[config.mk]
export PLATFORM = sky130hd
export DESIGN_NAME = rfsh_sched
export DESIGN_NICKNAME = d
export VERILOG_FILES = /design/src/rtl/rfsh_pkg.sv /design/src/rtl/rfsh_timer.sv /design/src/rtl/rfsh_pending.sv /design/src/rtl/rfsh_strobe.sv /design/src/rtl/rfsh_sched.sv
export SDC_FILE = /design/constraint.sdc
export NUM_CORES = 1
export LEC_CHECK = 0
export BUFFER_PORTS_ARGS = -buffer_cell sky130_fd_sc_hd__clkbuf_2
export CAP_MARGIN = 25
export CORE_MARGIN = 4
export CORE_UTILIZATION = 53
export DETAILED_ROUTE_END_ITERATION = 16
export PLACE_DENSITY = 0.72
export SLEW_MARGIN = 30
export SYNTH_ARGS = -nofsm -noshare
export SYNTH_HDL_FRONTEND = slang
export SYNTH_SLANG_ARGS = --single-unit
export TNS_END_PERCENT = 50
[constraint.sdc]
create_clock -name clk -period 3 [get_ports clk]
set_input_delay 0 -clock clk [delete_from_list [all_inputs] [get_ports clk]]
set_output_delay 0 -clock clk [all_outputs]
set_load 0.05 [all_outputs]
[src/rtl/rfsh_pkg.sv]
package rfsh_pkg;

  typedef enum logic [1:0] {
    CTL_WAIT,
    CTL_INIT,
    CTL_READY,
    CTL_OWN
  } ctl_state_e;

  typedef enum logic [1:0] {
    SEQ_IDLE,
    SEQ_SETUP,
    SEQ_ACT,
    SEQ_PRE
  } seq_state_e;

  // nanoseconds to whole clock cycles, rounded up
  function automatic int ns2cyc(input int ns, input int mhz);
    return (ns * mhz + 999) / 1000;
  endfunction

endpackage

[src/rtl/rfsh_timer.sv]
module rfsh_timer #(
  parameter int STARTUP_CYC = 20000,
  parameter int REFI_CYC    = 1562
) (
  input  logic clk,
  input  logic rst,
  input  logic run_en,
  output logic startup_done,
  output logic tick
);

  localparam int SW = $clog2(STARTUP_CYC + 1);
  localparam int IW = $clog2(REFI_CYC);

  logic [SW-1:0] s_cnt;
  logic [IW-1:0] i_cnt;

  always_ff @(posedge clk) begin
    if (rst) begin
      s_cnt        <= '0;
      startup_done <= 1'b0;
    end else if (!startup_done) begin
      if (s_cnt == SW'(STARTUP_CYC - 1)) startup_done <= 1'b1;
      else                               s_cnt <= s_cnt + 1'b1;
    end
  end

  always_ff @(posedge clk) begin
    if (rst || !run_en) begin
      i_cnt <= '0;
      tick  <= 1'b0;
    end else begin
      tick  <= (i_cnt == IW'(REFI_CYC - 1));
      i_cnt <= (i_cnt == IW'(REFI_CYC - 1)) ? '0 : i_cnt + 1'b1;
    end
  end

endmodule

[src/rtl/rfsh_pending.sv]
module rfsh_pending #(
  parameter int DEPTH = 8,
  localparam int CW = $clog2(DEPTH + 1)
) (
  input  logic          clk,
  input  logic          rst,
  input  logic          inc,
  input  logic          dec,
  output logic [CW-1:0] cnt,
  output logic          ovf
);

  always_ff @(posedge clk) begin
    if (rst) begin
      cnt <= '0;
      ovf <= 1'b0;
    end else if (inc && !dec) begin
      if (cnt == CW'(DEPTH)) ovf <= 1'b1;
      else                   cnt <= cnt + 1'b1;
    end else if (dec && !inc) begin
      cnt <= cnt - 1'b1;
    end
  end

endmodule

[src/rtl/rfsh_strobe.sv]
module rfsh_strobe
  import rfsh_pkg::*;
#(
  parameter int T_SETUP = 1,
  parameter int T_ACT   = 6,
  parameter int T_PRE   = 5
) (
  input  logic clk,
  input  logic rst,
  input  logic start,
  input  logic ras_only,
  output logic ras_n,
  output logic cas_n,
  output logic addr_oe,
  output logic done,
  output logic idle
);

  localparam int TMAX = (T_SETUP > T_ACT) ? ((T_SETUP > T_PRE) ? T_SETUP : T_PRE)
                                          : ((T_ACT > T_PRE) ? T_ACT : T_PRE);
  localparam int CW = $clog2(TMAX + 1);

  seq_state_e st, nxt;
  logic [CW-1:0] cnt, nxt_cnt;
  logic mode_q, nxt_mode, launch, busy_nxt;

  always_comb begin
    nxt     = st;
    nxt_cnt = cnt;
    launch  = 1'b0;
    unique case (st)
      SEQ_IDLE: if (start) launch = 1'b1;
      SEQ_SETUP:
        if (cnt == '0) begin
          nxt     = SEQ_ACT;
          nxt_cnt = CW'(T_ACT - 1);
        end else nxt_cnt = cnt - 1'b1;
      SEQ_ACT:
        if (cnt == '0) begin
          nxt     = SEQ_PRE;
          nxt_cnt = CW'(T_PRE - 1);
        end else nxt_cnt = cnt - 1'b1;
      SEQ_PRE:
        if (cnt == '0) begin
          if (start) launch = 1'b1;
          else       nxt    = SEQ_IDLE;
        end else nxt_cnt = cnt - 1'b1;
      default: nxt = SEQ_IDLE;
    endcase
    if (launch) begin
      nxt     = SEQ_SETUP;
      nxt_cnt = CW'(T_SETUP - 1);
    end
    nxt_mode = launch ? ras_only : mode_q;
    busy_nxt = (nxt == SEQ_SETUP) || (nxt == SEQ_ACT);
  end

  always_ff @(posedge clk) begin
    if (rst) begin
      st      <= SEQ_IDLE;
      cnt     <= '0;
      mode_q  <= 1'b0;
      ras_n   <= 1'b1;
      cas_n   <= 1'b1;
      addr_oe <= 1'b0;
    end else begin
      st      <= nxt;
      cnt     <= nxt_cnt;
      mode_q  <= nxt_mode;
      ras_n   <= (nxt != SEQ_ACT);
      cas_n   <= !(busy_nxt && !nxt_mode);
      addr_oe <= busy_nxt && nxt_mode;
    end
  end

  assign done = (st == SEQ_PRE) && (cnt == '0);
  assign idle = (st == SEQ_IDLE);

endmodule

[src/rtl/rfsh_sched.sv]
module rfsh_sched
  import rfsh_pkg::*;
#(
  parameter int CLK_MHZ           = 100,
  parameter int LOW_POWER         = 0,
  parameter int REFRESH_WINDOW_US = (LOW_POWER != 0) ? 64000 : 8000,
  parameter int STARTUP_US        = 200,
  parameter int INIT_CYCLES       = 8,
  parameter int ROW_BITS          = 9,
  parameter int PEND_DEPTH        = 8
) (
  input  logic                              clk,
  input  logic                              rst,
  input  logic                              ras_only_mode,
  input  logic                              rfsh_gnt,
  input  logic                              row_closed,
  output logic                              rfsh_req,
  output logic                              bus_own,
  output logic                              ready,
  output logic                              ras_n,
  output logic                              cas_n,
  output logic                              addr_oe,
  output logic [ROW_BITS-1:0]               row_addr,
  output logic [$clog2(PEND_DEPTH+1)-1:0]   pend_cnt,
  output logic                              overflow
);

  localparam int ROWS        = 1 << ROW_BITS;
  localparam int REFI_CYC    = REFRESH_WINDOW_US * CLK_MHZ / ROWS;
  localparam int STARTUP_CYC = STARTUP_US * CLK_MHZ;
  localparam int T_SETUP_RAW = ns2cyc(10, CLK_MHZ);
  localparam int T_SETUP     = (T_SETUP_RAW < 1) ? 1 : T_SETUP_RAW;
  localparam int T_ACT       = ns2cyc(60, CLK_MHZ);
  localparam int T_RC        = ns2cyc(120, CLK_MHZ);
  localparam int T_RP        = ns2cyc(50, CLK_MHZ);
  localparam int T_PRE       = (T_RP > T_RC - T_SETUP - T_ACT) ? T_RP : T_RC - T_SETUP - T_ACT;
  localparam int IW          = $clog2(INIT_CYCLES + 1);

  ctl_state_e st;
  logic [IW-1:0] init_left;
  logic startup_done, tick;
  logic seq_start, seq_done, seq_idle, can_start, take;

  rfsh_timer #(
    .STARTUP_CYC(STARTUP_CYC),
    .REFI_CYC   (REFI_CYC)
  ) u_timer (
    .clk         (clk),
    .rst         (rst),
    .run_en      (ready),
    .startup_done(startup_done),
    .tick        (tick)
  );

  rfsh_pending #(
    .DEPTH(PEND_DEPTH)
  ) u_pend (
    .clk(clk),
    .rst(rst),
    .inc(tick),
    .dec(take),
    .cnt(pend_cnt),
    .ovf(overflow)
  );

  rfsh_strobe #(
    .T_SETUP(T_SETUP),
    .T_ACT  (T_ACT),
    .T_PRE  (T_PRE)
  ) u_strobe (
    .clk     (clk),
    .rst     (rst),
    .start   (seq_start),
    .ras_only(ras_only_mode),
    .ras_n   (ras_n),
    .cas_n   (cas_n),
    .addr_oe (addr_oe),
    .done    (seq_done),
    .idle    (seq_idle)
  );

  assign can_start = seq_idle || seq_done;

  always_comb begin
    seq_start = 1'b0;
    take      = 1'b0;
    unique case (st)
      CTL_INIT:  seq_start = can_start && (init_left != '0);
      CTL_READY: begin
        take      = rfsh_gnt && row_closed && (pend_cnt != '0);
        seq_start = take;
      end
      CTL_OWN: begin
        take      = seq_done && (pend_cnt != '0);
        seq_start = take;
      end
      default: ;
    endcase
  end

  always_ff @(posedge clk) begin
    if (rst) begin
      st        <= CTL_WAIT;
      init_left <= '0;
    end else begin
      unique case (st)
        CTL_WAIT:
          if (startup_done) begin
            st        <= CTL_INIT;
            init_left <= IW'(INIT_CYCLES);
          end
        CTL_INIT: begin
          if (seq_start) init_left <= init_left - 1'b1;
          if ((init_left == '0) && can_start) st <= CTL_READY;
        end
        CTL_READY: if (take) st <= CTL_OWN;
        CTL_OWN:   if (seq_done && (pend_cnt == '0)) st <= CTL_READY;
        default:   st <= CTL_WAIT;
      endcase
    end
  end

  always_ff @(posedge clk) begin
    if (rst)           row_addr <= '0;
    else if (seq_done) row_addr <= row_addr + 1'b1;
  end

  assign ready    = (st == CTL_READY) || (st == CTL_OWN);
  assign bus_own  = (st == CTL_OWN);
  assign rfsh_req = (st == CTL_READY) && (pend_cnt != '0);

endmodule

==> flow_metrics.env, run 1 <==
export IMPL_synth_warnings=0
export IMPL_final_max_slew_violation_count=0
export IMPL_rows=27
export IMPL_synth_area_top_cells="dfxtp_1 37%, ha_1 6.1%, nor2_1 4.8%"
export IMPL_required_ns=3.26
export IMPL_worstPathMaxFanout=8
export IMPL_dp_hpwl_mm=4.17
export IMPL_leakagePower_nw=1.22
export IMPL_start_util=0.550
export IMPL_final_setup_skew_ns=0.0103
export IMPL_overflow=0
export IMPL_synth_nets=371
export IMPL_vdd_drop_max_uv=415
export IMPL_cts_buffers=9
export IMPL_dp_cells=434
export IMPL_drt_iter0_drc=128
export IMPL_maxCapViolations=0
export IMPL_fin_crit_ns=2.72
export IMPL_drive_gt1_frac=0.137
export IMPL_avgSynthCellArea_um2=8.76
export IMPL_drc=0
export IMPL_grt_pass1_vias=2504
export IMPL_insertion_delay_ns=0.34
export IMPL_grt_pass1_wl_mm=10.9
export IMPL_grt_max_degree=54
export IMPL_hold_class="in2reg"
export IMPL_final_fill_count=499
export IMPL_worstSetupPathType="reg2reg"
export IMPL_fin_nets=396
export IMPL_synth_flop_cell="dfxtp_1"
export IMPL_synth_edf_count=0
export IMPL_synth_cells=350
export IMPL_start_kind="flip-flop"
export IMPL_cp_cell_sequence="inv_1 -> ha_1 -> and4b_2 -> o211ai_4 -> nand2_1 -> ha_1 -> a21oi_1 -> nand3_1 -> or4_1 -> o211ai_1"
export IMPL_arrival_ns=2.98
export IMPL_ys_ff_latch=57
export IMPL_syn_cell_area_um2=3070
export IMPL_post_cts_buffers=0
export IMPL_ys_seq_area_frac=0.372
export IMPL_fp_dieH_um=84.1
export IMPL_stdcell_count=452
export IMPL_ys_types=57
export IMPL_netlist_top_cell_by_area="dfxtp_1"
export IMPL_power_density_nw_per_um2=447
export IMPL_setup_viol=0
export IMPL_synthArstFlopShare=0
export IMPL_worst_pin_slew_ns=0.915
export IMPL_end_kind="flip-flop"
export IMPL_avgViaCountPerCell=5.72
export IMPL_yosys_top_cells_count="57 x dfxtp_1, 39 x nor2_1, 22 x nand2_1, 18 x a21oi_1"
export IMPL_dieArea_um2=7060
export IMPL_cts_tree="done"
export IMPL_area_growth_pct=12.2
export IMPL_cts_root_buf="clkbuf_8"
export IMPL_slew_headroom=0.390
export IMPL_dr_pass1_iters=4
export IMPL_cts_sinks=57
export IMPL_max_clock_path_buffers=2
export IMPL_core_um2=5570
export IMPL_synth_most_common_cell="dfxtp_1"
export IMPL_outcome="finished, final reports clean"
export IMPL_grt_usage=0.185
export IMPL_portBuffers=24
export IMPL_ant_nets=0
export IMPL_synth_top_cell_area_share=0.372
export IMPL_htree_levels=3
export IMPL_finalWirelength_mm=6.12
export IMPL_post_drt_wl_per_cell_um=13.5
export IMPL_place_gp_congestion=0.881
export IMPL_antenna_found_initial=0
export IMPL_crit_top_cell="ha_1"
export IMPL_max_freq_ghz=0.368
export IMPL_utilization=0.617
export IMPL_period_share=0.906
export IMPL_slowest_stage="or4_1"
export IMPL_rsz0062_at_grt="false"
export IMPL_via_count=2585
export IMPL_path_clk_slew_ns=0.07
export IMPL_p_total_w=0.00154
export IMPL_cp_slowest_stage_delay_ns=0.42
export IMPL_fp_dieW_um=84.1
export IMPL_io_pins=25
export IMPL_hold_viol=0
export IMPL_fin_tns_setup_ns=0
export IMPL_antenna_cells=0
==> worst max-delay path, delay by kind of cell (launching register included) <==
family | cells | cell delay [ns]
compound gates | 3 | 0.53
fa+ha+maj | 2 | 0.64
buf+inv | 1 | 0.09
flops | 1 | 0.39
simple gates | 4 | 0.99
==> cell type report <==
class / count / area (µm²) / share of cell area
Multi-Input combinational cell: 267 / 1800 / 0.524
Tap cell: 72 / 90.1 / 0.0262
Clock inverter: 4 / 52.6 / 0.0153
Clock buffer: 12 / 145 / 0.0422
Timing Repair Buffer: 30 / 170 / 0.0495
Inverter: 10 / 37.5 / 0.0109
Sequential cell: 57 / 1140 / 0.332
==> repair_timing <==
action                                 4_1_cts  5_1_grt
endpoints found under the hold margin        4        0
resized for setup                            0        0
hold buffers                                 2        0
==> cells in the final DEF (no fill, tap or decap), types with 3 or more instances in the layout <==
cell / Yosys / routed
a211oi_1: 4 / 4
a21oi_1: 18 / 18
a41oi_1: 3 / 3
and3_1: 6 / 6
and3b_1: 3 / 3
and4_1: 4 / 4
buf_4: 3 / 4
clkbuf_2: 0 / 23
clkbuf_8: 0 / 10
clkinvlp_4: 0 / 3
dfxtp_1: 57 / 57
ha_1: 15 / 15
inv_1: 10 / 10
mux2i_1: 4 / 4
nand2_1: 22 / 22
nand2b_1: 6 / 6
nand3_1: 14 / 14
nand3b_1: 3 / 3
nand4_1: 9 / 9
nor2_1: 39 / 39
nor2b_1: 4 / 4
nor3_1: 15 / 15
nor3b_1: 5 / 5
nor4_1: 4 / 4
o2111ai_1: 4 / 4
o211ai_1: 4 / 4
o21ai_0: 9 / 9
o31ai_1: 5 / 5
or3_1: 6 / 6
or4_1: 3 / 3
xnor2_1: 13 / 13
xor2_1: 13 / 13
==> flip-flops by register name (all words and copies together), names as in the netlist <==
name and count:
u_strobe.ras_n 1, u_strobe.st 2, u_strobe.cas_n 1, u_strobe.addr_oe 1, row_addr 9, u_timer.startup_done 1
u_timer.s_cnt 15, u_timer.tick 1, u_strobe.cnt 3, u_pend.cnt 4, st 2, u_timer.i_cnt 11
u_strobe.mode_q 1, init_left 4, u_pend.ovf 1
==> where the power goes <==
part | internal, W | switching [W] | total (W)
sequential | 0.000762 | 0.00000550 | 0.000768
combinational | 0.0000188 | 0.0000300 | 0.0000488
clock | 0.000406 | 0.000314 | 0.000720
==> metrics by stage <==
stage	setup WS (ns)	hold WS (ns)	instance area (µm²)
2_1_floorplan	0.331	0.142	3070
5_1_grt	0.0866	0.0148	3440
3_5_place_dp	0.337	0.284	3220
4_1_cts	0.307	0.00132	3440
3_3_place_gp	0.437	0.270	3220
6_report	0.282	0.0109	3440
==> cell families (layout without fill, tap and decap cells) <==
| family | count (synthesis) | after routing | share of synthesized area |
|---|---|---|---|
| flops | 57 | 57 | 0.372 |
| compound gates | 66 | 66 | 0.155 |
| buf+inv | 26 | 56 | 0.0392 |
| fa+ha+maj | 16 | 16 | 0.0678 |
| mux | 5 | 5 | 0.0167 |
| simple gates | 154 | 154 | 0.275 |
| xor+xnor | 26 | 26 | 0.0743 |
==> routing by layer <==
metal  GRT usage  wire length (µm)  up-vias  part of all wire
li1            -                 -     1320                 -
met2       0.301              2760       42              0.45
met5           0                 0        -                 0
met4      0.0760               104        0             0.017
met3      0.0484               220       11             0.036
met1       0.231              3040     1212              0.50
==> final timing paths <==
kind | startpoint | slack, ns | cells past startpoint | endpoint
max | u_strobe.cnt[0]$_SDFFE_PP0P_ | 0.28 | 10 | u_pend.cnt[3]$_SDFFE_PP0P_
min | rfsh_gnt | 0.01 | 3 | st[0]$_SDFFE_PP0P_
max reg2reg | u_strobe.cnt[0]$_SDFFE_PP0P_ | 0.28 | 10 | u_pend.cnt[3]$_SDFFE_PP0P_
min reg2reg | init_left[0]$_SDFFE_PP0P_ | 0.46 | 1 | init_left[0]$_SDFFE_PP0P_
Power figures use the tool's default switching activity.
==> run 2, diff against run 1 <==
==> constraint.sdc (replaced) <==
create_clock -name clk -period 2.6 [get_ports clk]
set_input_delay 0 -clock clk [delete_from_list [all_inputs] [get_ports clk]]
set_output_delay 0 -clock clk [all_outputs]
set_load 0.05 [all_outputs]
==> run 2 against run 1 <==
Against the previous run:
- global-route usage is 0.35 points higher
- routed wire length increased by 4.2%
- fmax increased by 9.7%
==> flow_metrics.env, run 2 (same netlist as run 1, synthesis figures left out) <==
export IMPL_power_density_nw_per_um2=510
export IMPL_cp_slowest_stage_delay_ns=0.45
export IMPL_post_drt_wl_per_cell_um=13.8
export IMPL_dieArea_um2=7060
export IMPL_grt_pass1_vias=2505
export IMPL_antenna_cells=0
export IMPL_cts_root_buf="clkbuf_8"
export IMPL_path_clk_slew_ns=0.07
export IMPL_cp_cell_sequence="inv_1 -> ha_1 -> and4b_2 -> o211ai_4 -> nand2_1 -> fa_1 -> xnor2_2 -> o2bb2ai_1 -> a2bb2oi_1 -> a21oi_1"
export IMPL_drive_gt1_frac=0.187
export IMPL_path_buf_inv=1
export IMPL_end_kind="flip-flop"
export IMPL_final_setup_skew_ns=0.00480
export IMPL_worstPathMaxFanout=5
export IMPL_outcome="finished, final reports clean"
export IMPL_slew_headroom=0.456
export IMPL_core_um2=5570
export IMPL_arrival_ns=2.67
export IMPL_dp_cells=444
export IMPL_finalInstanceArea_um2=3560
export IMPL_start_kind="flip-flop"
export IMPL_final_max_slew_violation_count=0
export IMPL_cts_buffers=9
export IMPL_fin_nets=406
export IMPL_drt_iter0_drc=127
export IMPL_stdcell_count=462
export IMPL_insertion_delay_ns=0.34
export IMPL_reg2reg_depth=10
export IMPL_dp_hpwl_mm=4.37
export IMPL_regMostFlops="u_timer.s_cnt"
export IMPL_path_depth=10
export IMPL_area_growth_pct=16.0
export IMPL_hold_viol=0
export IMPL_grt_pass1_wl_mm=11.0
export IMPL_p_switching_w=0.000387
export IMPL_ant_nets=0
export IMPL_drc=0
export IMPL_p_sw_frac=0.214
export IMPL_most_common_layout_cells="51 x dfxtp_1, 38 x nor2_1, 24 x clkbuf_2, 22 x nand2_1, 17 x a21oi_1"
export IMPL_combPwrFrac=0.035
export IMPL_antenna_found_initial=0
export IMPL_cts_tree="done"
export IMPL_max_clock_path_buffers=2
export IMPL_overflow=0
export IMPL_largestRegisters="u_timer.s_cnt: 15 flops, u_timer.i_cnt: 11 flops, row_addr: 9 flops"
export IMPL_worstSetupPathType="reg2reg"
export IMPL_finalWirelength_mm=6.38
export IMPL_dr_pass1_iters=4
export IMPL_via_count=2632
export IMPL_internal_power_w=0.00143
export IMPL_start_util=0.550
export IMPL_grt_max_degree=37
export IMPL_largest_register_ffs=15
export IMPL_slowest_stage="fa_1"
export IMPL_grt_usage=0.188
export IMPL_layout_commonest_cell="dfxtp_1"
export IMPL_fp_dieH_um=84.1
export IMPL_pwr_share_seq=0.489
export IMPL_worst_pin_slew_ns=0.809
export IMPL_required_ns=2.79
export IMPL_vdd_drop_max_uv=354
export IMPL_fp_dieW_um=84.1
export IMPL_leakagePower_nw=1.30
export IMPL_setup_viol=0
export IMPL_portBuffers=24
export IMPL_fin_crit_ns=2.48
export IMPL_hold_class="in2reg"
export IMPL_io_pins=25
export IMPL_htree_levels=3
export IMPL_period_share=0.952
export IMPL_maxCapViolations=0
export IMPL_crit_family="adder cells"
export IMPL_max_freq_ghz=0.404
export IMPL_rows=27
export IMPL_avgViaCountPerCell=5.70
export IMPL_hold_path_depth=3
export IMPL_placed_area_um2=3300
export IMPL_cts_sinks=57
export IMPL_place_gp_congestion=0.859
export IMPL_p_total_w=0.00181
export IMPL_pwr_share_clk=0.477
run 2: changes by cell type in the layout (fill, tap and decap cells not counted), sizes merged:
cell,before,now
buf,5,15
clkbuf,35,38
clkinvlp,3,0
clkinv,0,1
dlygate4sd3,2,1
run 2: power groups by stage:
stage / clock network [W] / registers, W / logic, W
finish: 0.000865 / 0.000887 / 0.0000630
CTS: 0.000889 / 0.000886 / 0.0000631
global route: 0.000918 / 0.000887 / 0.0000717
floorplan: 0 / 0.000904 / 0.0000429
detailed placement: 0 / 0.000905 / 0.0000609
global placement: 0 / 0.000905 / 0.0000601
run 2: per-stage QoR:
stage               setup TNS, ns  utilization  hold WS (ns)  setup WS (ns)
floorplan                       0            -         0.142         0.0196
global placement                0        0.592         0.265          0.142
detailed placement              0        0.592         0.288         0.0545
CTS                             0        0.631        0.0580         0.0417
global route              -0.0112        0.638        0.0564        -0.0112
finish                          0        0.638        0.0841          0.124
run 2: tightest hold or removal path: stages:
cell,delay [ns]
clkbuf_2,0.11
a31oi_1,0.10
a21oi_1,0.17
run 2: layout make-up:
class                           instances  area [µm²]
Timing Repair Buffer                   40         243
Sequential cell                        57        1150
Fill cell                             486        2020
Multi-Input combinational cell        267        1830
Inverter                               10        37.5
Clock buffer                           14         173
Clock inverter                          2        35.0
Tap cell                               72        90.1
run 2: timing repair:
item                       4_1_cts  5_1_grt
hold endpoints to repair         3        0
hold buffers                     1        0
setup endpoints to repair        0        4
setup buffers                    0        1
resized for setup                0        7
run 2: final timing paths:
| path | start | end | slack (ns) |
|---|---|---|---|
| hold / removal | row_closed | st[0]$_SDFFE_PP0P_ | 0.08 |
| setup reg to reg | u_strobe.cnt[0]$_SDFFE_PP0P_ | u_pend.cnt[2]$_SDFFE_PP0P_ | 0.12 |
| hold reg to reg | init_left[0]$_SDFFE_PP0P_ | init_left[0]$_SDFFE_PP0P_ | 0.46 |
| setup / recovery | u_strobe.cnt[0]$_SDFFE_PP0P_ | u_pend.cnt[2]$_SDFFE_PP0P_ | 0.12 |
run 2: metal layers:
metal	routed length, µm	GRT usage	vias to the layer above
met4	146	0.0936	0
met3	257	0.0592	16
met5	0	0	-
met2	2870	0.292	58
li1	-	-	1343
met1	3100	0.235	1215
